$ cat config.mk
export PLATFORM = sky130hd
export DESIGN_NAME = xbus_seq
export DESIGN_NICKNAME = d
export VERILOG_FILES = /design/src/rtl/xbus_pkg.sv /design/src/rtl/xbus_rst_qual.sv /design/src/rtl/xbus_phase.sv /design/src/rtl/xbus_port_mux.sv /design/src/rtl/xbus_seq.sv
export SDC_FILE = /design/constraint.sdc
export NUM_CORES = 1
export LEC_CHECK = 0
export ABC_AREA = 1
export BUFFER_PORTS_ARGS = -buffer_cell sky130_fd_sc_hd__buf_4
export CAP_MARGIN = 20
export CORE_AREA = 2 2 77 79
export DETAILED_ROUTE_END_ITERATION = 10
export DIE_AREA = 0 0 79 81
export GPL_TIMING_DRIVEN = 0
export PLACE_DENSITY = 0.8
export SYNTH_ARGS = -nofsm -noshare
export SYNTH_HDL_FRONTEND = slang
export SYNTH_HIERARCHICAL = 1
export SYNTH_SLANG_ARGS = --single-unit
export TNS_END_PERCENT = 1
$ cat constraint.sdc
create_clock -name clk -period 5.47 [get_ports clk]
set_input_delay 0.2735 -clock clk [delete_from_list [all_inputs] [get_ports clk]]
set_output_delay 0.2735 -clock clk [all_outputs]
set_load 0.03 [all_outputs]
$ cat src/rtl/xbus_pkg.sv
package xbus_pkg;

  // Address-latch pulse slots: first clock of each half cycle, the second one
  // is dropped while a data cycle runs.
  function automatic logic ale_slot(input int unsigned k, input int unsigned half,
                                    input logic dcyc);
    return (k == 0) || ((k == half) && !dcyc);
  endfunction

  // Program-store active window: every clock of a half cycle except its first state.
  function automatic logic psen_slot(input int unsigned k, input int unsigned half,
                                     input int unsigned ph);
    return (k % half) >= ph;
  endfunction

  // Address drive window on the low port: the first state of each half cycle.
  function automatic logic addr_slot(input int unsigned k, input int unsigned half,
                                     input int unsigned ph);
    return (k % half) < ph;
  endfunction

  // Fetch goes external when the select was low or the PC is past internal memory.
  function automatic logic ext_fetch(input logic ea_l, input int unsigned pcv,
                                     input int unsigned limit);
    return !ea_l || (pcv >= limit);
  endfunction

endpackage

$ cat src/rtl/xbus_rst_qual.sv
module xbus_rst_qual #(
  parameter int CLKS = 24
) (
  input  logic clk,
  input  logic rst_pin,
  output logic int_rst,
  output logic armed
);
  localparam int RW = $clog2(CLKS + 1);

  logic [RW-1:0] run;

  always_ff @(posedge clk) begin
    if (!rst_pin)               run <= '0;
    else if (run != RW'(CLKS))  run <= run + 1'b1;
  end

  assign int_rst = (run == RW'(CLKS));

  always_ff @(posedge clk) begin
    if (int_rst) armed <= 1'b1;
  end

  AST_RST_HELD: assert property (@(posedge clk) $rose(int_rst) |-> $past(rst_pin));
  AST_RST_DROP: assert property (@(posedge clk) (int_rst && !rst_pin) |=> !int_rst);

endmodule

$ cat src/rtl/xbus_phase.sv
module xbus_phase #(
  parameter int CYC = 12
) (
  input  logic                    clk,
  input  logic                    int_rst,
  output logic [$clog2(CYC)-1:0]  cnt,
  output logic                    cyc_end
);
  localparam int CW = $clog2(CYC);

  assign cyc_end = (cnt == CW'(CYC - 1));

  always_ff @(posedge clk) begin
    if (int_rst || cyc_end) cnt <= '0;
    else                    cnt <= cnt + 1'b1;
  end

endmodule

$ cat src/rtl/xbus_port_mux.sv
module xbus_port_mux
  import xbus_pkg::*;
#(
  parameter int AW     = 16,
  parameter int DW     = 8,
  parameter int CYC    = 12,
  parameter int PHASES = 2
) (
  input  logic                   int_rst,
  input  logic [$clog2(CYC)-1:0] cnt,
  input  logic                   data_cyc,
  input  logic                   ext,
  input  logic                   d_write,
  input  logic                   d_wide,
  input  logic [AW-1:0]          d_addr,
  input  logic [DW-1:0]          d_wdata,
  input  logic [AW-1:0]          pc,
  input  logic [AW-DW-1:0]       p2_sfr,
  output logic [DW-1:0]          p0_out,
  output logic                   p0_oe,
  output logic [AW-DW-1:0]       p2_out
);
  localparam int HALF = CYC / 2;

  logic in_addr_slot;
  assign in_addr_slot = addr_slot(32'(cnt), HALF, PHASES);

  always_comb begin
    p0_out = '0;
    p0_oe  = 1'b0;
    p2_out = p2_sfr;
    if (!int_rst) begin
      if (data_cyc) begin
        p2_out = d_wide ? d_addr[AW-1:DW] : p2_sfr;
        if (32'(cnt) < PHASES) begin
          p0_out = d_addr[DW-1:0];
          p0_oe  = 1'b1;
        end else if (d_write) begin
          p0_out = d_wdata;
          p0_oe  = 1'b1;
        end
      end else if (ext) begin
        p2_out = pc[AW-1:DW];
        if (in_addr_slot) begin
          p0_out = pc[DW-1:0];
          p0_oe  = 1'b1;
        end
      end
    end
  end

endmodule

$ cat src/rtl/xbus_seq.sv
module xbus_seq
  import xbus_pkg::*;
#(
  parameter int AW        = 16,
  parameter int DW        = 8,
  parameter int STATES    = 6,
  parameter int PHASES    = 2,
  parameter int RST_MCYC  = 2,
  parameter int INT_LIMIT = 16384
) (
  input  logic             clk,
  input  logic             rst_pin,
  input  logic             ea_pin,
  input  logic [AW-1:0]    pc,
  input  logic [AW-DW-1:0] p2_sfr,
  input  logic             req_valid,
  input  logic             req_write,
  input  logic             req_wide,
  input  logic [AW-1:0]    req_addr,
  input  logic [DW-1:0]    req_wdata,
  input  logic [DW-1:0]    p0_in,
  output logic             core_rst,
  output logic             ale,
  output logic             psen_n,
  output logic             rd_n,
  output logic             wr_n,
  output logic [DW-1:0]    p0_out,
  output logic             p0_oe,
  output logic [AW-DW-1:0] p2_out,
  output logic             fetch_valid,
  output logic [DW-1:0]    fetch_data,
  output logic             acc_done,
  output logic [DW-1:0]    acc_rdata
);
  localparam int CYC      = STATES * PHASES;
  localparam int HALF     = CYC / 2;
  localparam int CW       = $clog2(CYC);
  localparam int RST_CLKS = RST_MCYC * CYC;

  logic          int_rst, armed;
  logic [CW-1:0] cnt;
  logic          cyc_end;
  logic          data_cyc, d_write, d_wide;
  logic [AW-1:0] d_addr;
  logic [DW-1:0] d_wdata;
  logic          ea_lat;
  logic          ext_now;
  logic          fetch_sample;
  logic          ale_w, psen_w, rd_w, wr_w;

  xbus_rst_qual #(.CLKS(RST_CLKS)) u_rst (
    .clk(clk), .rst_pin(rst_pin), .int_rst(int_rst), .armed(armed)
  );

  xbus_phase #(.CYC(CYC)) u_phase (
    .clk(clk), .int_rst(int_rst), .cnt(cnt), .cyc_end(cyc_end)
  );

  assign core_rst = int_rst;

  always_ff @(posedge clk) begin
    if (int_rst) ea_lat <= ea_pin;
  end

  assign ext_now      = ext_fetch(ea_lat, 32'(pc), INT_LIMIT);
  assign fetch_sample = (32'(cnt) == HALF - 1) || cyc_end;

  // Cycle kind and completion pulses
  always_ff @(posedge clk) begin
    if (int_rst) begin
      data_cyc    <= 1'b0;
      acc_done    <= 1'b0;
      fetch_valid <= 1'b0;
    end else begin
      acc_done    <= 1'b0;
      fetch_valid <= !data_cyc && ext_now && fetch_sample;
      if (cyc_end) begin
        if (data_cyc) begin
          data_cyc <= 1'b0;
          acc_done <= 1'b1;
        end else begin
          data_cyc <= req_valid;
        end
      end
    end
  end

  // Captured request fields and returned bytes
  always_ff @(posedge clk) begin
    if (!int_rst && cyc_end && !data_cyc && req_valid) begin
      d_write <= req_write;
      d_wide  <= req_wide;
      d_addr  <= req_addr;
      d_wdata <= req_wdata;
    end
    if (!int_rst && cyc_end && data_cyc && !d_write) acc_rdata <= p0_in;
    if (!int_rst && !data_cyc && ext_now && fetch_sample) fetch_data <= p0_in;
  end

  // Strobe decode
  assign ale_w  = !int_rst && ale_slot(32'(cnt), HALF, data_cyc);
  assign psen_w = !int_rst && !data_cyc && ext_now && psen_slot(32'(cnt), HALF, PHASES);
  assign rd_w   = !int_rst && data_cyc && !d_write && (32'(cnt) >= HALF);
  assign wr_w   = !int_rst && data_cyc &&  d_write && (32'(cnt) >= HALF);

  assign ale    = ale_w;
  assign psen_n = !psen_w;
  assign rd_n   = !rd_w;
  assign wr_n   = !wr_w;

  xbus_port_mux #(.AW(AW), .DW(DW), .CYC(CYC), .PHASES(PHASES)) u_mux (
    .int_rst(int_rst), .cnt(cnt), .data_cyc(data_cyc), .ext(ext_now),
    .d_write(d_write), .d_wide(d_wide), .d_addr(d_addr), .d_wdata(d_wdata),
    .pc(pc), .p2_sfr(p2_sfr), .p0_out(p0_out), .p0_oe(p0_oe), .p2_out(p2_out)
  );

  AST_ALE_SINGLE:   assert property (@(posedge clk) disable iff (int_rst || !armed) ale |=> !ale);
  AST_NO_ALE_STRB:  assert property (@(posedge clk) disable iff (int_rst || !armed) (rd_w || wr_w) |-> !ale);
  AST_STRB_NO_PSEN: assert property (@(posedge clk) disable iff (int_rst || !armed) (rd_w || wr_w) |-> psen_n);
  AST_FETCH_AFTER:  assert property (@(posedge clk) disable iff (int_rst || !armed) fetch_valid |-> $past(psen_w));
  AST_WRITE_HOLD:   assert property (@(posedge clk) disable iff (int_rst || !armed) (wr_w && $past(wr_w)) |-> ($stable(p0_out) && p0_oe));
  AST_READ_FREE:    assert property (@(posedge clk) disable iff (int_rst || !armed) rd_w |-> !p0_oe);
  AST_DONE_PULSE:   assert property (@(posedge clk) disable iff (int_rst || !armed) acc_done |=> !acc_done);

endmodule

Yosys cells after proc, flatten, opt, wreduce, memory -nomap -nowiden

Index checks and enable logic that the tools add are counted.

Output and inout bits: 40
Register bits after elaboration: 55

Equality and inequality tests: 5
Muxes and demuxes: 18
$lt $le $gt $ge: 5
Bitwise gates (word level): 1
Divide/modulo/power cells: 1
Add/subtract/negate cells: 2
Reductions and logical operators: 31

Operators with widths:

| cell                   | count |
|---|---|
| $mux W8                | 10 |
| $ge A32 B2 Y1 const B  | 1 |
| $lt A32 B2 Y1 const B  | 1 |
| $mod A4 B3 Y32 const B | 1 |
| $logic_and A1 B1 Y1    | 18 |
| $ge A16 B15 Y1 const B | 1 |
| $eq A4 B3 Y1 const B   | 2 |
| $mux W1                | 8 |
| $logic_not A1 Y1       | 7 |
| $add A5 B1 Y5 const B  | 1 |
| $eq A5 B5 Y1 const B   | 1 |
| $ne A5 B5 Y1 const B   | 1 |
| $add A4 B1 Y4 const B  | 1 |
| $eq A4 B4 Y1 const B   | 1 |
| $ge A4 B3 Y1 const B   | 1 |
| $logic_not A4 Y1       | 1 |
| $logic_or A1 B1 Y1     | 4 |
| $lt A4 B2 Y1 const B   | 1 |
| $reduce_or A2 Y1       | 1 |
| $not A1 Y1             | 1 |

Depth between registers and ports, before layout

Gate-level depths: netlist of run 1.

Depth after elaboration: 6
Mapped depth: 14
Depth with buffers taken out: 14

By module

The synthesis of run 1 kept the hierarchy.

By module, submodules not included:

| module        | cells each | times used | area each (µm²) |
|---|---|---|---|
| xbus_seq      | 98         | 1          | 1605.3 |
| xbus_port_mux | 135        | 1          | 673.1 |
| xbus_rst_qual | 39         | 1          | 281.5 |
| xbus_phase    | 21         | 1          | 168.9 |

Worst setup path before layout of run 1

OpenSTA, ideal clock, no wires.

Kind: register to register
Start: reg u_phase.cnt[1]
End: reg d_addr[0], enable pin
Arrival: 2.088 ns
Stages on the path, launching flop included: 6
Period minus slack after synthesis: 2.497 ns
Path slack: 2.973 ns
Required time: 5.061 ns
Library setup time: 0.409 ns
Cells stage by stage: dfxtp_1 > ha_1 > nand3_1 > inv_1 > nand2_1 > nor2_1

Longest elaborated chain between the ends: 4

RTL lines:

| element                           | RTL line         | text |
|---|---|---|
| start, declared                   | xbus_phase.sv:6  | `output logic [$clog2(CYC)-1:0] cnt,` |
| start signal, assigned            | xbus_phase.sv:15 | `else cnt <= cnt + 1'b1;` |
| $eq A4 B4 Y1                      | xbus_phase.sv:11 | `assign cyc_end = (cnt == CW'(CYC - 1));` |
| named net cyc_end                 | xbus_seq.sv:42   | `logic cyc_end;` |
| $logic_and A1 B1 Y1 (3 in series) | xbus_seq.sv:90   | `if (!int_rst && cyc_end && !data_cyc && req_valid) begin` |
| end signal, assigned              | xbus_seq.sv:93   | `d_addr <= req_addr;` |
| end, declared                     | xbus_seq.sv:44   | `logic [AW-1:0] d_addr;` |

The timed path passes the listed nets, and every way through them passes these cells.
A chain may end at the register's enable or synchronous reset.

Worst setup path after layout of run 1

Start: reg u_phase.cnt[2]
End: out p0_out[7]

Longest elaborated chain between the ends: 6

RTL lines:

| element        | RTL line            | text |
|---|---|---|
| $mod A4 B3 Y32 | xbus_pkg.sv:19      | `return (k % half) < ph;` |
| $lt A32 B2 Y1  | xbus_pkg.sv:19      |  |
| $mux W8        | xbus_port_mux.sv:44 | `if (in_addr_slot) begin` |
| $mux W8        | xbus_port_mux.sv:42 | `end else if (ext) begin` |
| $mux W8 (*)    | xbus_port_mux.sv:33 | `if (data_cyc) begin` |
| $mux W8 (*)    | xbus_port_mux.sv:32 | `if (!int_rst) begin` |
| end, declared  | xbus_seq.sv:27      | `output logic [DW-1:0] p0_out,` |

Every way passes the cells marked *; elsewhere a longest branch is shown, timed or not.

==> results of run 1 <==
-- layout make-up --
| cell class | instances | share of cell area |
|---|---|---|
| buffer | 9 | 0.0179 |
| clock buffer | 5 | 0.0186 |
| clock inverter | 3 | 0.00744 |
| inverter | 42 | 0.0436 |
| multi-input combinational | 185 | 0.260 |
| sequential | 55 | 0.414 |
| tap | 75 | 0.0254 |
| timing repair buffer | 103 | 0.214 |
-- worst max-delay path by stage --
stage | start | end | slack (ns) | depth (start not counted)
final | u_phase/cnt[2] | p0_out[7] | 2.77 | 14
after global routing | u_phase/cnt[2] | p0_out[3] | 2.53 | 14
after CTS | u_phase/cnt[2] | p0_out[7] | 2.78 | 14
after detailed placement | u_phase/cnt[1] | acc_rdata[0] | 3.01 | 5
after global placement | u_phase/cnt[1] | d_addr[5] | 2.42 | 5
after floorplan | u_phase/cnt[1] | d_addr[0] | 2.97 | 5
-- layer usage --
metal  vias up  GRT usage
met5         -          0
met4         0     0.0655
met3         8     0.0611
met2        82      0.339
met1      1067      0.218
li1       1185          -
-- cell usage in the layout, fill, tap and decap left out, drive strengths merged --
master	instances
buf	110
clkinvlp	1
a21oi	8
nand3	52
or2	8
inv	43
dfxtp	12
o21ai	10
clkbuf	7
edfxtp	43
nand3b	1
nor2	26
clkinv	1
nand2	63
xnor2	1
nand4	4
nor3	3
ha	8
o22ai	1
-- stage by stage --
| stage | util | total power (W) | std cells |
|---|---|---|---|
| final | 0.652 | 0.00147 | 477 |
| after global routing | 0.652 | 0.00156 | 477 |
| after CTS | 0.651 | 0.00148 | 476 |
| after detailed placement | 0.634 | 0.00125 | 468 |
| after global placement | 0.629 | 0.00123 | 467 |
| after floorplan | - | 0.00100 | 291 |
-- flip-flops by register name, indices dropped and copies added, names as in the netlist --
| signal | flops |
|---|---|
| u_rst/run | 5 |
| d_wide | 1 |
| u_phase/cnt | 4 |
| acc_rdata | 8 |
| fetch_valid | 1 |
| fetch_data | 8 |
| d_wdata | 8 |
| acc_done | 1 |
| data_cyc | 1 |
| d_addr | 16 |
| d_write | 1 |
| ea_lat | 1 |
-- power breakdown --
group / internal, W / total, W / switching, W
combinational: 0.000257 / 0.000695 / 0.000437
sequential: 0.000505 / 0.000541 / 0.0000365
clock: 0.0000951 / 0.000232 / 0.000137
==> impl_metrics.csv, run 1 <==
group,metric,value,unit
cts,clockBufferDepth,2,
setup_path,r2r_start,"u_rst/run[0]",
power_and_ir_drop,p_per_area,397,nW/um^2
layout,drive_gt1_frac,0.371,
routing,final_antenna_net_count,0,
cts,cts_root_buf,"clkbuf_8",
setup_path,crit_path_frequent_cell,"nand2_1",
min_path,hold_class,"input pin to flop",
layout,area_growth,36.2,%
global_route,grt_usage,0.191,
cts,cts_tree,"done",
setup_path,slowest_stage,"dfxtp_1",
die,die_h,81,microns
die,rows,28,
timing,slew_violations,0,
global_route,grt_pass1_vias,2182,
layout,register_area,1530,sq um
routing,first_iter_violations,148,
cts,post_cts_buffers,0,
power_and_ir_drop,leakage,1.69,nW
cts,htree_levels,2,
setup_path,end_kind,"output pin",
cts,cts_num_sinks,55,
timing,fin_crit,2.70,ns
yosys,synth_nets,361,
timing,hold_slack,0.137,ns
min_path,hold_path_end,"d_write",
timing,layout_setup_ws,2.77,ns
power_and_ir_drop,ir_drop,283,uV
cts,ctsHoldBuffers,0,
placed_design,hpwlAfterDp,4750,microns
routing,wl_met1,2370,microns
yosys,syn_area_per_cell,9.34,sq um
die,ios,102,
setup_path,cp.buffers_inverters,3,
routing,firstDrtPassIters,4,
cts,clk_pin_slew,0.10,ns
routing,wl_met3,543,microns
timing,final.period_utilization,0.493,
routing,wl_met2,3140,microns
cts,cts_inserted_buffers,5,
placed_design,place_area,3600,sq um
die,die_x,79,microns
yosys,yosysWarnings,6,
setup_path,crit_path_max_fanout,11,
die,start_util,0.479,
setup_path,critPathTopFamily,"simple AND/OR/NAND/NOR gates",
die,coreArea,5680,sq um
cts,insertion_delay,0.30,ns
timing,skew,0.00715,ns
yosys,syn_inst,291,
run_status,status,"completed",
timing,max_freq,0.371,GHz
layout,multiInputGateArea,961,sq um
setup_path,cp-start-kind,"flop",
timing,tightest_slew,0.940,ns
min_path,whs_path_depth,1,
placed_design,dpl_worst_slack,3.01,ns
routing,routed.top_layer,"met4",
timing,rsz0062_at_grt,"no",
layout,fin_nets,471,
timing,setup_viol,0,
setup_path,rrSetupSlack,3.15,ns
global_route,grt_pass1_wl,9490,microns
job,maxCapViolCount,0,
global_route,grt_overflow,0,
layout,postLayoutCellArea,3700,sq um
timing,hold_viol,0,
setup_path,required,5.20,ns
timing,setup-tns-final,0,ns
die,die_area,6400,sq um
routing,wl_per_cell,12.9,microns
timing,slew-limit-headroom,0.373,
routing,vias,2342,
setup_path,timing.rr.end,"fetch_data[1]",
setup_path,cpPeakStageDelay,0.60,ns
routing,drc,0,
setup_path,r2r_cells,9,
global_route,grt_start_max_net_pins,20,
setup_path,cp.arrival,2.42,ns
routing,viasPerCell,4.91,
cts,cts_resized,0,
layout,nFillCells,464,
placed_design,place_congestion,0.811,
layout,antenna_cells,0,
routing,routed_wl,6150,microns
min_path,worstHoldStart,"req_write",
yosys,syn_area,2720,sq um
global_route,antenna_found_initial,0,
setup_path,critPathKind,"flop to output pin",
setup_path,cp_cell_sequence,"nand2_1 > inv_1 > ha_1 > inv_1 > ha_1 > nand2_1 > nor2_1 > nand2_1 > nand2_1 > nand3_1 > nand2_2 > nand2_1 > nor2_1 > buf_4",
placed_design,portBuffers,101,
(Power assumes the default switching activity.)
==> run 2: changes to the inputs <==
CORE_AREA = 2 2 82 84   (was 2 2 77 79)
DIE_AREA = 0 0 84 86   (was 0 0 79 81)
PLACE_DENSITY = 0.74   (was 0.8)
clock period = 2.2 ns   (was 5.47 ns; I/O delays follow)
==> run 2 against run 1 <==
Final area increased by 14%. Wire length increased by 16%. Clock power increased to 2.9 times the previous value. Total power increased to 2.8 times the previous value. Non-clock buffer count increased by 42. Final cell count increased by 9.2%. Clock skew decreased by 0.0025 ns. Utilization increased by 2.2 points. Via count increased by 9.8%.
==> impl_metrics.csv, run 2 (same netlist as run 1, synthesis figures left out) <==
group,metric,value,unit
run_status,status,"completed",
routing,routed_wl,7110,microns
global_route,grt_start_max_net_pins,19,
die,die_x,84,microns
timing,rsz0062_at_grt,"yes",
routing,final_antenna_net_count,0,
placed_design,place_congestion,0.818,
global_route,antenna_found_initial,0,
layout,final_common_cell,"buf_4",
timing,final.period_utilization,0.986,
layout,largest_reg_flops,16,
routing,wl_met3,605,microns
cts,cts_root_buf,"clkbuf_8",
setup_path,end_kind,"output pin",
routing,first_iter_violations,140,
cts,clk_pin_slew,0.10,ns
setup_path,cp.buffers_inverters,4,
setup_path,cp-start-kind,"flop",
layout,drive_gt1_frac,0.392,
timing,hold_slack,0.0647,ns
placed_design,dpl_worst_slack,-0.0663,ns
layout,postLayoutCellArea,4230,sq um
setup_path,cpPeakStageDelay,0.36,ns
setup_path,cp.arrival,2.06,ns
cts,clockBufferDepth,2,
min_path,hold_class,"input pin to flop",
layout,antenna_cells,0,
layout,fin_nets,513,
die,start_util,0.433,
job,maxCapViolCount,0,
placed_design,hpwlAfterDp,4940,microns
layout,final_core_util,0.674,
routing,wl_met2,3730,microns
cts,cts_inserted_buffers,5,
timing,slew_violations,0,
timing,skew,0.00466,ns
timing,slew-limit-headroom,0.590,
cts,htree_levels,2,
die,die_area,7220,sq um
routing,vias,2571,
setup_path,cp_cell_sequence,"inv_4 > nand2_4 > inv_4 > ha_4 > inv_4 > ha_4 > nand2_1 > nor2_1 > nand2_1 > nand2_1 > nand3_2 > nand2_2 > nand2_2 > nor2_1 > buf_4",
setup_path,slowest_stage,"dfxtp_4",
routing,wl_per_cell,13.6,microns
routing,firstDrtPassIters,5,
die,die_h,86,microns
timing,setup_viol,0,
global_route,grt_pass1_vias,2524,
power_and_ir_drop,p_per_area,956,nW/um^2
routing,drc,0,
layout,area_growth,55.6,%
cts,cts_tree,"done",
layout,regMostFlops,"d_addr",
setup_path,critPathKind,"flop to output pin",
placed_design,place_area,3590,sq um
layout,final_cell_mix,"101 x buf_4, 55 x nand2_1, 48 x nand3_1, 43 x edfxtp_1, 35 x dlygate4sd3_1",
timing,fin_crit,2.17,ns
placed_design,portBuffers,101,
die,ios,102,
global_route,grt_overflow,0,
timing,tightest_slew,0.614,ns
timing,max_freq,0.461,GHz
global_route,grt_pass1_wl,11400,microns
cts,insertion_delay,0.30,ns
setup_path,crit_path_max_fanout,3,
routing,wl_met1,2710,microns
die,coreArea,6280,sq um
power_and_ir_drop,ir_drop,636,uV
global_route,grt_usage,0.194,
setup_path,required,2.09,ns
timing,layout_setup_ws,0.0298,ns
power_and_ir_drop,leakage,1.90,nW
timing,hold_viol,0,
routing,routed.top_layer,"met4",
setup_path,critPathTopFamily,"simple AND/OR/NAND/NOR gates",
routing,viasPerCell,4.93,
cts,cts_num_sinks,55,
die,rows,29,
==> run 2: cell types whose count changed in the layout (fill, tap and decap cells not counted), moves of 3 or more <==
| cell | previous run | this run |
|---|---|---|
| inv_2 | 10 | 7 |
| dfxtp_1 | 12 | 9 |
| dlygate4sd3_1 | 0 | 35 |
| dfxtp_4 | 0 | 3 |
| nor2_1 | 24 | 17 |
| buf_6 | 2 | 10 |
| nor2_2 | 1 | 8 |
| inv_4 | 1 | 6 |
==> run 2: path summary, 6_finish.rpt <==
kind	from	end	slack (ns)	cells past startpoint
max	u_phase/cnt[3]	p0_out[7]	0.03	15
min	rst_pin	u_rst/run[0]	0.06	3
max reg2reg	u_phase/cnt[0]	d_wide	0.16	6
min reg2reg	u_phase/cnt[0]	u_phase/cnt[0]	0.53	1
==> run 2: metrics by stage <==
| step | instances | TNS (ns) | power, W |
|---|---|---|---|
| after detailed placement | 471 | -0.615 | 0.00311 |
| after global routing | 521 | -0.400 | 0.00427 |
| final | 521 | 0 | 0.00404 |
| after CTS | 516 | -0.401 | 0.00388 |
| after floorplan | 291 | 0 | 0.00250 |
| after global placement | 469 | -9.34 | 0.00307 |
==> run 2: per-layer routing <==
metal  GRT usage  vias up
li1            -     1265
met1       0.225     1172
met2       0.350      122
met3      0.0549       12
met4      0.0616        0
met5           0        -
==> run 2: tightest hold or removal path, delay by kind of cell <==
family                 cells  cell delay (ns)
and+or+nand+nor            2             0.09
buffers and inverters      1             0.13
==> run 2: report_power, final <==
part,switching [W],internal [W]
clock network,0.000326,0.000345
logic,0.00124,0.000807
registers,0.0000617,0.00126
==> run 2: cell type report <==
class                           instances  area, sq um
Fill cell                             495         2050
Inverter                               42          174
Clock buffer                            5         68.8
Buffer                                  9         66.3
Sequential cell                        55         1540
Timing Repair Buffer                  145         1210
Clock inverter                          3         47.5
Multi-Input combinational cell        185         1020
Tap cell                               77         96.3
==> run 2: what timing repair did <==
item | 4_1_cts | 5_1_grt
setup buffers | 2 | 5
pin swaps | 1 | 9
endpoints found under the setup margin | 33 | 33
gates resized for setup | 9 | 27
hold buffers | 35 | 0
endpoints found under the hold margin | 43 | 0
==> run 3: changes to the inputs <==
PLACE_DENSITY = not set   (was 0.74)
PLACE_DENSITY_LB_ADDON = 0.05   (was not set)
==> run 3 against run 2 <==
The run now ends with setup timing left. Final area up 1.5%. Sequential power about the same. First-iteration DRC count down 39%. Clock skew up 0.0041 ns. Worst setup slack worse by 0.031 ns. Worst hold slack worse by 0.015 ns. Sequential cell count unchanged. Clock-buffer cell count unchanged. Critical endpoint unchanged. Largest cell class unchanged.
==> impl_metrics.csv, run 3 (same netlist as run 1, synthesis figures left out) <==
group,metric,value,unit
cts,cts_inserted_buffers,5,
routing,final_antenna_net_count,0,
cts,cts_tree,"done",
cts,clockBufferDepth,2,
cts,cts_root_buf,"clkbuf_8",
setup_path,required,2.09,ns
die,rows,29,
layout,layout.cells.non_filler,524,
layout,nFillCells,523,
global_route,grt_start_max_net_pins,20,
global_route,antenna_found_initial,0,
placed_design,place_congestion,0.802,
die,start_util,0.433,
global_route,grt_usage,0.191,
timing,fin_crit,2.20,ns
die,die_area,7220,sq um
die,ios,102,
layout,largest_reg_flops,16,
layout,multiInputGateArea,1070,sq um
timing,tightest_slew,0.623,ns
power_and_ir_drop,pwr-share-comb,0.528,
setup_path,cp-start-kind,"flop",
setup_path,critPathKind,"flop to output pin",
die,die_h,86,microns
cts,htree_levels,2,
die,coreArea,6280,sq um
timing,setup_viol,1,
min_path,hold_class,"input pin to flop",
timing,skew,0.00873,ns
timing,max_freq,0.454,GHz
global_route,grt_pass1_vias,2466,
layout,area_growth,57.9,%
timing,layout_setup_ws,-0.00146,ns
routing,firstDrtPassIters,4,
timing,final.period_utilization,1.00,
setup_path,rrSetupSlack,0.22,ns
power_and_ir_drop,power_frac_seq,0.328,
job,maxCapViolCount,0,
layout,regMostFlops,"d_addr",
global_route,grt_overflow,0,
die,die_x,84,microns
power_and_ir_drop,ir_drop,483,uV
routing,vias,2532,
routing,viasPerCell,4.83,
layout,final_common_cell,"buf_4",
layout,drive_gt1_frac,0.405,
min_path,whs_path_depth,3,
placed_design,place_inst,470,
routing,first_iter_violations,86,
timing,slew-limit-headroom,0.583,
power_and_ir_drop,power,0.00409,W
power_and_ir_drop,leakage,1.91,nW
setup_path,cp.arrival,2.09,ns
run_status,violations,"setup timing",
routing,wl_per_cell,13.0,microns
global_route,grt_pass1_wl,11100,microns
power_and_ir_drop,power_switching,0.00171,W
cts,cts_num_sinks,55,
timing,setup-tns-final,-0.00146,ns
placed_design,hpwlAfterDp,4930,microns
timing,rsz0062_at_grt,"yes",
routing,drc,0,
layout,fin_nets,516,
layout,register_area,1540,sq um
power_and_ir_drop,p_int,0.00238,W
layout,final_cell_mix,"105 x buf_4, 54 x nand2_1, 48 x nand3_1, 43 x edfxtp_1, 35 x dlygate4sd3_1",
timing,hold_viol,0,
setup_path,timing.rr.end,"fetch_data[5]",
setup_path,r2r_start,"u_rst/run[0]",
setup_path,r2r_cells,9,
placed_design,dpl_worst_slack,-0.235,ns
power_and_ir_drop,p_clk_frac,0.144,
power_and_ir_drop,p_per_area,952,nW/um^2
cts,clk_pin_slew,0.10,ns
routing,routed_wl,6840,microns
timing,hold_slack,0.0495,ns
min_path,worstHoldStart,"rst_pin",
power_and_ir_drop,p_sw_frac,0.418,
timing,slew_violations,0,
setup_path,crit_path_max_fanout,6,
cts,insertion_delay,0.31,ns
run_status,status,"complete, but fails checks",
placed_design,portBuffers,101,
layout,antenna_cells,0,
min_path,hold_path_end,"u_rst/run[0]",
setup_path,end_kind,"output pin",
-- run 3: cell types whose count changed in the layout (fill, tap and decap cells not counted), moves of 2 or more --
cell	previous run	this run
nor2_4	1	7
buf_4	101	105
nor2_2	8	4
inv_4	6	3
inv_2	7	9
nor2_1	17	15
-- run 3: power by group through the flow --
| stage | clock network [W] | registers [W] | logic [W] |
|---|---|---|---|
| after CTS | 0.000606 | 0.00136 | 0.00181 |
| final | 0.000588 | 0.00134 | 0.00216 |
| after detailed placement | 0 | 0.00138 | 0.00174 |
| after floorplan | 0 | 0.00146 | 0.00104 |
| after global placement | 0 | 0.00137 | 0.00173 |
| after global routing | 0.000648 | 0.00136 | 0.00231 |
-- run 3: routing by layer --
layer  track usage  part of all wire
met1         0.224              0.41
met2         0.351              0.50
met3        0.0462             0.066
met4        0.0513             0.015
met5             0                 0
-- run 3: timing repair --
action	CTS	global route
gates resized for setup	11	35
hold buffers	35	0
setup endpoints to repair	41	33
pin swaps	1	9
setup buffers	0	11
hold endpoints to repair	43	0
-- run 3: how the worst max path moves through the flow --
stage	from	endpoint	slack [ns]	cells past startpoint
global placement	u_phase/cnt[1]	d_wdata[5]	-0.38	5
CTS	u_phase/cnt[3]	p0_out[2]	-0.08	15
global route	u_phase/cnt[3]	p0_out[7]	-0.15	15
floorplan	u_phase/cnt[1]	d_addr[0]	0.12	5
detailed placement	u_phase/cnt[1]	acc_rdata[0]	-0.23	5
finish	u_phase/cnt[3]	p0_out[7]	-0.001	15
-- run 3: layout make-up --
class | instances | area share
well taps | 77 | 0.0224
multi-input cells | 185 | 0.249
inverters | 42 | 0.0399
plain buffers | 9 | 0.0155
clock buffers | 5 | 0.0160
clock inverters | 3 | 0.00641
flip-flops and latches | 55 | 0.359
repair buffers | 148 | 0.291
-- run 3: through the flow --
| stage | utilization | area [sq um] |
|---|---|---|
| floorplan | - | 2720 |
| global placement | 0.569 | 3570 |
| detailed placement | 0.574 | 3600 |
| CTS | 0.650 | 4080 |
| global route | 0.684 | 4290 |
| finish | 0.684 | 4290 |
-- run 3: worst max-delay path, cell delays in order, from the launching register on --
cell and delay [ns]:
dfxtp_4 0.38, inv_4 0.06, nand2_4 0.04, inv_2 0.06
ha_4 0.15, inv_4 0.04, ha_4 0.24, nand2_2 0.04
nor2_2 0.09, nand2_1 0.06, nand2_1 0.08, nand3_2 0.08
nand2_4 0.10, nand2_2 0.07, nor2_1 0.10, buf_4 0.17
